## src/rtl/lvl_arb_pkg.sv

```systemverilog
package lvl_arb_pkg;
  // Strobes sent from the control to the datapath each cycle
  typedef struct packed {
    logic grantSet;   // register a grant this edge
    logic idxLoad;    // register the winner index (else clear it)
  } arbStrobe_t;
endpackage

```

## src/rtl/lvl_arb_datapath.sv

```systemverilog
module lvl_arb_datapath
  import lvl_arb_pkg::*;
#(
  parameter int NUM_SRC = 16,
  parameter int LVL_W   = 4,
  parameter int GRP_W   = 2,
  parameter int IDX_W   = $clog2(NUM_SRC)
) (
  input  logic                     clk,
  input  logic                     rst_n,
  input  logic [NUM_SRC-1:0]       reqVec,
  input  logic [NUM_SRC-1:0]       enVec,
  input  logic [NUM_SRC*LVL_W-1:0] lvlFlat,
  input  logic [NUM_SRC*GRP_W-1:0] grpFlat,
  input  logic                     globalEn,
  input  arbStrobe_t               strobe,
  output logic                     winFound,
  output logic [LVL_W-1:0]         winLvl,
  output logic                     grantValid,
  output logic [IDX_W-1:0]         grantIdx
);
  localparam int KEY_W = LVL_W + GRP_W;

  logic [NUM_SRC-1:0] eligVec;
  logic [KEY_W-1:0]   keyArr [NUM_SRC];

  // Per-source eligibility and ordering key {level, group}
  for (genvar s = 0; s < NUM_SRC; s++) begin : g_src
    assign eligVec[s] = reqVec[s] && enVec[s] && globalEn &&
                        (lvlFlat[s*LVL_W +: LVL_W] != '0);
    assign keyArr[s]  = {lvlFlat[s*LVL_W +: LVL_W], grpFlat[s*GRP_W +: GRP_W]};
  end

  logic [KEY_W-1:0] bestKey;
  logic [IDX_W-1:0] bestIdx;

  // Ascending scan; replace only on a strictly larger key, so ties keep the lower index
  always_comb begin
    winFound = 1'b0;
    bestKey  = '0;
    bestIdx  = '0;
    for (int s = 0; s < NUM_SRC; s++) begin
      if (eligVec[s] && (!winFound || keyArr[s] > bestKey)) begin
        winFound = 1'b1;
        bestKey  = keyArr[s];
        bestIdx  = IDX_W'(s);
      end
    end
  end

  assign winLvl = bestKey[KEY_W-1 -: LVL_W];

  always_ff @(posedge clk) begin
    if (!rst_n) begin
      grantValid <= 1'b0;
      grantIdx   <= '0;
    end else begin
      grantValid <= strobe.grantSet;
      grantIdx   <= strobe.idxLoad ? bestIdx : '0;
    end
  end
endmodule

```

## src/rtl/lvl_arb_control.sv

```systemverilog
module lvl_arb_control
  import lvl_arb_pkg::*;
#(
  parameter int LVL_W = 4
) (
  input  logic             winFound,
  input  logic [LVL_W-1:0] winLvl,
  input  logic [LVL_W-1:0] cpuLvl,
  output arbStrobe_t       strobe
);
  logic aboveCpu;

  // Only the arbitration winner is compared with the running CPU level
  assign aboveCpu = winLvl > cpuLvl;

  always_comb begin
    strobe          = '0;
    strobe.grantSet = winFound && aboveCpu;
    strobe.idxLoad  = winFound && aboveCpu;
  end
endmodule

```

## src/rtl/lvl_irq_arbiter.sv

```systemverilog
module lvl_irq_arbiter
  import lvl_arb_pkg::*;
#(
  parameter int NUM_SRC = 16,
  parameter int LVL_W   = 4,
  parameter int GRP_W   = 2,
  localparam int IDX_W  = $clog2(NUM_SRC)
) (
  input  logic                     clk,
  input  logic                     rst_n,
  input  logic [NUM_SRC-1:0]       reqVec,
  input  logic [NUM_SRC-1:0]       enVec,
  input  logic [NUM_SRC*LVL_W-1:0] lvlFlat,
  input  logic [NUM_SRC*GRP_W-1:0] grpFlat,
  input  logic                     globalEn,
  input  logic [LVL_W-1:0]         cpuLvl,
  output logic                     grantValid,
  output logic [IDX_W-1:0]         grantIdx
);
  arbStrobe_t       strobe;
  logic             winFound;
  logic [LVL_W-1:0] winLvl;

  lvl_arb_datapath #(
    .NUM_SRC(NUM_SRC), .LVL_W(LVL_W), .GRP_W(GRP_W), .IDX_W(IDX_W)
  ) u_datapath (
    .clk(clk), .rst_n(rst_n), .reqVec(reqVec), .enVec(enVec),
    .lvlFlat(lvlFlat), .grpFlat(grpFlat), .globalEn(globalEn),
    .strobe(strobe), .winFound(winFound), .winLvl(winLvl),
    .grantValid(grantValid), .grantIdx(grantIdx)
  );

  lvl_arb_control #(.LVL_W(LVL_W)) u_control (
    .winFound(winFound), .winLvl(winLvl), .cpuLvl(cpuLvl), .strobe(strobe)
  );
endmodule

```

## config.mk

```make
export PLATFORM = sky130hd
export DESIGN_NAME = lvl_irq_arbiter
export DESIGN_NICKNAME = d
export VERILOG_FILES = /design/src/rtl/lvl_arb_pkg.sv /design/src/rtl/lvl_arb_datapath.sv /design/src/rtl/lvl_arb_control.sv /design/src/rtl/lvl_irq_arbiter.sv
export SDC_FILE = /design/constraint.sdc
export NUM_CORES = 1
export LEC_CHECK = 0
export CORE_ASPECT_RATIO = 1.25
export CORE_UTILIZATION = 65
export CTS_CLUSTER_DIAMETER = 40
export DETAILED_ROUTE_END_ITERATION = 8
export DONT_BUFFER_PORTS = 1
export HOLD_SLACK_MARGIN = 0.05
export PLACE_DENSITY = 0.91
export SETUP_SLACK_MARGIN = 0.2
export SLEW_MARGIN = 10
export SYNTH_ARGS = -nofsm -noshare
export SYNTH_HDL_FRONTEND = slang
export SYNTH_SLANG_ARGS = --single-unit
```

## constraint.sdc

```tcl
create_clock -name clk -period 43 [get_ports clk]
set_clock_uncertainty 0.05 [all_clocks]
set_input_delay 12.9 -clock clk [delete_from_list [all_inputs] [get_ports clk]]
set_output_delay 12.9 -clock clk [all_outputs]
set_load 0.01 [all_outputs]
```

==> impl_metrics.tcl, run 1 <==
set metrics [dict create \
    synth_cells 765 \
    path_delay_family "compound AO/OA/AOI/OAI gates" \
    min_path_cells 2 \
    cp_max_fo 20 \
    critPathBufInv 17 \
    leakage_nw 2.51 \
    cts_buffer_depth 2 \
    start_util_pct 68.1 \
    portBuffers 0 \
    grt_max_degree 21 \
    dieWidth_um 83.3 \
    clkTransAtPathRegs_ns 0.04 \
    routed_via_density 7.10 \
    die-area_um2 8630 \
    dr.pass1.iters 6 \
    seq_area_frac_synth_pct 1.87 \
    num_vias 6103 \
    syn2layout_area_growth_pct 4.66 \
    ir_worst_vdd_mv 0.0179 \
    end_kind "register" \
    grt_pass1_vias 5939 \
    clock_sinks 5 \
    synthArstFlopShare_pct 0 \
    drc 0 \
    critPathArrivalTime_ns 41.33 \
    n_fill_cell 653 \
    slowest_stage "or3b_2" \
    root_buffer "clkbuf_8" \
    hold_viol 0 \
    syn_area_um2 5370 \
    synth_nets 978 \
    std_cell_rows 36 \
    tns_ns 0 \
    h-tree-depth 1 \
    ant_nets 0 \
    rsz0062_at_grt "no" \
    fmaxAchievable_mhz 24.2 \
    final_common_cell "inv_1" \
    power-per-cell-area_nw_per_um2 27.5 \
    drive_gt1_share_pct 12.6 \
    worstPathRequired_ns 43.04 \
    crit_top_cell "ha_1" \
    synth-seq-cells 5 \
    dp_hpwl_um 13200 \
    avgSynthCellArea_um2 7.01 \
    synth_top_area_share_pct 18.2 \
    dp.cells 848 \
    grt_remaining_overflow 0 \
    worstMarginPinSlew_ns 0.690 \
    numCtsBuffers 3 \
    wl_um 15800 \
    relSlewSlack_pct 53.4 \
    cp-start-kind "primary input" \
    final_cell_mix "95 x inv_1, 78 x ha_1, 59 x nand2_1, 55 x nor2_1, 42 x a21oi_1" \
    die_y_um 104 \
    worstHoldEndpoint "u_datapath.grantIdx[0]" \
    min_path_type "in2reg" \
    cpPeakStageDelay_ns 0.47 \
    critPathKind "in2reg" \
    setup_viol 0 \
    ios 140 \
    hp-start "rst_n" \
    nets 978 \
    finalCriticalPeriod_ns 41.29 \
    total_power_mw 0.154 \
    maxSlewViolCount 0 \
    yosysWarnings 0 \
    grt_pass1_wl_um 25500 \
    netlist.top_cell.by_area "ha_1" \
    antenna_found_initial 1 \
    synth_cell_types 93 \
    final_cells 860 \
    drt_iter0_drc 359 \
    finalCritPeriodShare_pct 96.0 \
    synth_edf_count 0 \
    status "complete, no violations" \
    synth_top_flop_cell "dfxtp_1" \
    wl_per_cell_um 18.4 \
    grt_usage_pct 34.3 \
    core_area_um2 7880 \
    gp_congestion 1.01 \
    cts_tree "done" \
    cap_viol_max_count 0 \
    yosys-top-cells-area "ha_1 18%, inv_1 6.6%, mux2_2 4.6%" \
]
-- report_power, final --
part           internal (mW)  switching, mW  leakage, nW
Combinational         0.0597         0.0788         2.45
Clock                0.00636        0.00222       0.0228
Sequential           0.00585        0.00138       0.0408
Total                 0.0719         0.0824         2.51
-- logic make-up (layout without fill, tap and decap cells) --
| kind of cell | after synthesis | in the layout | synth area share, % |
|---|---|---|---|
| muxes | 40 | 40 | 8.42 |
| and+or+nand+nor | 280 | 280 | 28.2 |
| xor gates and xnor gates | 12 | 12 | 1.96 |
| adders and majority gates | 79 | 79 | 18.4 |
| other | 0 | 1 | 0 |
| AOI/OAI and AO/OA | 236 | 236 | 32.8 |
| DFF | 5 | 5 | 1.87 |
| buffers and inverters | 113 | 112 | 8.35 |
-- cells in the mapped netlist (6+ instances only) --
library cell  count
a211oi_1         10
a21o_1           11
a21oi_1          45
a31oi_1          13
and2_1           12
and3_1           19
and4_1            6
clkbuf_1         11
ha_1             78
inv_1            95
mux2_2           22
mux2i_1          12
nand2_1          59
nand2b_1          8
nand3_1          28
nand4_1          23
nor2_1           57
nor2b_1          10
nor3_1            9
nor4_1            8
o2111ai_1        11
o211ai_1          9
o21a_1           15
o21ai_0          35
o21ai_1           7
or2_2             6
or4_1             8
xnor2_1           9
-- routing by layer --
metal	track usage, %	part of all wire [%]
met1	36.8	38
met5	0	0
met3	5.58	7.6
met2	64.6	50
met4	15.4	4.1
-- what timing repair did --
| item | in CTS | in global routing |
|---|---|---|
| hold buffers | 0 | 0 |
| gates resized for setup | 0 | 22 |
| buffers inserted | 0 | 7 |
| setup endpoints to repair | 0 | 5 |
-- cell type report --
type | count | area, um2 | share of cell area (%)
tap | 95 | 119 | 2.12
timing repair buffer | 13 | 97.6 | 1.74
multi-input combinational | 647 | 4900 | 87.2
inverter | 95 | 357 | 6.35
antenna | 1 | 2.50 | 0.0446
sequential | 5 | 100 | 1.78
clock buffer | 4 | 45.0 | 0.802
-- through the flow --
stage / cell area, um2 / utilization [%] / hold WS (ns) / worst slack [ns]
after detailed placement: 5440 / 69.0 / 13.13 / 0.178
after floorplan: 5370 / - / 13.08 / 3.60
final: 5620 / 71.3 / 12.83 / 1.71
after CTS: 5480 / 69.6 / 12.90 / 0.315
after global routing: 5620 / 71.3 / 12.84 / 0.0873
after global placement: 5440 / 69.0 / 13.11 / 1.44
-- flip-flops by register name (all words and copies together) (netlist names) --
register and count:
u_datapath.grantIdx 4, u_datapath.grantValid 1
-- worst max path at each step --
stage	cells after the start	from	endpoint
after detailed placement	141	globalEn	u_datapath.grantValid
after CTS	141	globalEn	u_datapath.grantValid
after global routing	141	globalEn	u_datapath.grantIdx[1]
after floorplan	141	globalEn	u_datapath.grantIdx[0]
after global placement	140	globalEn	u_datapath.grantIdx[0]
final	141	globalEn	u_datapath.grantValid
Note: power is estimated with default switching activity, not from simulation.
==> run 2: changes to the inputs <==
--- a/config.mk
+++ b/config.mk
@@ -5,6 +5,7 @@
 export SDC_FILE = /design/constraint.sdc
 export NUM_CORES = 1
 export LEC_CHECK = 0
+export CAP_MARGIN = 0
 export CORE_ASPECT_RATIO = 1.25
 export CORE_UTILIZATION = 65
 export CTS_CLUSTER_DIAMETER = 40
==> results of run 2 <==
The final DEF is identical to that of run 1; final timing and power are the same.
==> run 3: changes to the inputs <==
--- a/config.mk
+++ b/config.mk
@@ -7,13 +7,13 @@
 export LEC_CHECK = 0
 export CAP_MARGIN = 0
 export CORE_ASPECT_RATIO = 1.25
-export CORE_UTILIZATION = 65
+export CORE_UTILIZATION = 50
 export CTS_CLUSTER_DIAMETER = 40
 export DETAILED_ROUTE_END_ITERATION = 8
 export DONT_BUFFER_PORTS = 1
 export HOLD_SLACK_MARGIN = 0.05
-export PLACE_DENSITY = 0.91
-export SETUP_SLACK_MARGIN = 0.2
+export PLACE_DENSITY = 0.75
+export SETUP_SLACK_MARGIN = 0.3
 export SLEW_MARGIN = 10
 export SYNTH_ARGS = -nofsm -noshare
 export SYNTH_HDL_FRONTEND = slang
==> run 3 against run 2 <==
Net effect: die area rose by 29%; fmax grew 1.6%; via count fell by 2.0%; global-route usage down 5.9 points; routed wire length grew 4.1%; power up 6.1%; clock-buffer cell count did not move; highest routed layer unchanged; largest power group unchanged; flip-flop and latch count is the same; combinational power barely moved.
==> impl_metrics.tcl, run 3 (synthesis results as in run 1) <==
set metrics [dict create \
    power-per-cell-area_nw_per_um2 28.2 \
    grt_pass1_wl_um 26200 \
    clock_sinks 5 \
    routed_via_density 6.66 \
    tns_ns 0 \
    wl_per_cell_um 18.3 \
    end_kind "register" \
    critPathKind "in2reg" \
    critPathArrivalTime_ns 40.70 \
    grt_pass1_vias 5918 \
    grt_remaining_overflow 0 \
    grt_usage_pct 28.4 \
    numCtsBuffers 3 \
    cts_tree "done" \
    worstPathRequired_ns 43.04 \
    die_y_um 118 \
    std_cell_rows 41 \
    relSlewSlack_pct 51.3 \
    largest_register_ffs 4 \
    diodes 0 \
    final_common_cell "inv_1" \
    use_met1_pct 31.7 \
    ant_nets 0 \
    finalCriticalPeriod_ns 40.66 \
    top_register "u_datapath.grantIdx" \
    finalCritPeriodShare_pct 94.5 \
    fin_ws_ns 2.34 \
    fmaxAchievable_mhz 24.6 \
    dr.pass1.iters 5 \
    dp_hpwl_um 13700 \
    total_power_mw 0.164 \
    maxSlewViolCount 0 \
    clkTransAtPathRegs_ns 0.03 \
    grt_max_degree 21 \
    nets 983 \
    h-tree-depth 1 \
    root_buffer "clkbuf_16" \
    min_path_type "in2reg" \
    reg_top3 "u_datapath.grantIdx x4, u_datapath.grantValid x1" \
    dieWidth_um 94.7 \
    core_area_um2 10300 \
    place_ws_ns 0.468 \
    syn2layout_area_growth_pct 8.30 \
    final_cell_mix "95 x inv_1, 78 x ha_1, 58 x nand2_1, 55 x nor2_1, 43 x a21oi_1" \
    cts_buffer_depth 2 \
    drc 0 \
    wl_um 16500 \
    cap_viol_max_count 0 \
    leakage_nw 2.57 \
    slowest_stage "or3b_2" \
    final_cells 898 \
    cpPeakStageDelay_ns 0.46 \
    crit_top_cell "ha_1" \
    cp-endpoint "u_datapath.grantIdx[3]" \
    num_vias 5978 \
    dp.cells 883 \
    grt-busiest-layer "met2" \
    ir_worst_vdd_mv 0.0128 \
    grt_use_met2_pct 52.5 \
    ios 140 \
    start_util_pct 52.3 \
    status "complete, no violations" \
    drt_iter0_drc 359 \
    hold_viol 0 \
    grtUsageMet3_pct 5.94 \
    setup_viol 0 \
    gp_congestion 0.972 \
    die-area_um2 11200 \
    cp-start-kind "primary input" \
    drive_gt1_share_pct 13.9 \
    worstMarginPinSlew_ns 0.725 \
    cp-startpoint "globalEn" \
    n_fill_cell 979 \
    cp_max_fo 20 \
    antenna_found_initial 0 \
    rsz0062_at_grt "no" \
    portBuffers 0 \
]
-- run 3: worst min-delay path by stage --
stage                from                endpoint  depth (start not counted)
floorplan           rst_n  u_datapath.grantIdx[1]                          2
global placement    rst_n  u_datapath.grantIdx[2]                          2
detailed placement  rst_n  u_datapath.grantIdx[1]                          2
CTS                 rst_n  u_datapath.grantIdx[0]                          2
global route        rst_n  u_datapath.grantIdx[1]                          2
finish              rst_n   u_datapath.grantValid                          2
-- run 3: layout make-up --
cell class	instances	area [um2]	share of cell area, %
well taps	129	161	2.78
flip-flops and latches	5	100	1.72
repair buffers	17	140	2.41
clock buffers	4	78.8	1.36
inverters	95	357	6.14
multi-input cells	648	4970	85.6
-- run 3: worst max-delay path: cells and delay by family --
| kind | cells | cell delay [ns] |
|---|---|---|
| buf+inv | 18 | 2.00 |
| mux | 8 | 2.43 |
| fa+ha+maj | 17 | 4.98 |
| compound gates | 61 | 12.20 |
| simple gates | 37 | 6.14 |
-- run 3: power by group --
group          internal [mW]  leakage, nW  switching [mW]
Sequential           0.00585       0.0408         0.00164
Clock                 0.0123       0.0382         0.00318
Combinational         0.0618         2.49          0.0789
-- run 3: timing repair --
| action | 4_1_cts | 5_1_grt |
|---|---|---|
| endpoints found under the hold margin | 0 | 0 |
| hold buffers | 0 | 0 |
| setup endpoints to repair | 0 | 5 |
| setup buffers | 0 | 10 |
| resized for setup | 0 | 35 |
-- run 3: through the flow --
stage,utilization [%],area [um2],hold WS [ns]
floorplan,-,5370,13.08
CTS,54.3,5570,12.88
detailed placement,53.5,5490,13.11
global placement,53.5,5490,13.10
finish,56.6,5810,12.80
global route,56.6,5810,12.82
-- run 3: layer usage --
layer  share of wire, %  wire, um
met3                8.1      1340
met4                2.6       421
met2                 51      8390
met1                 38      6330
met5                  0         0
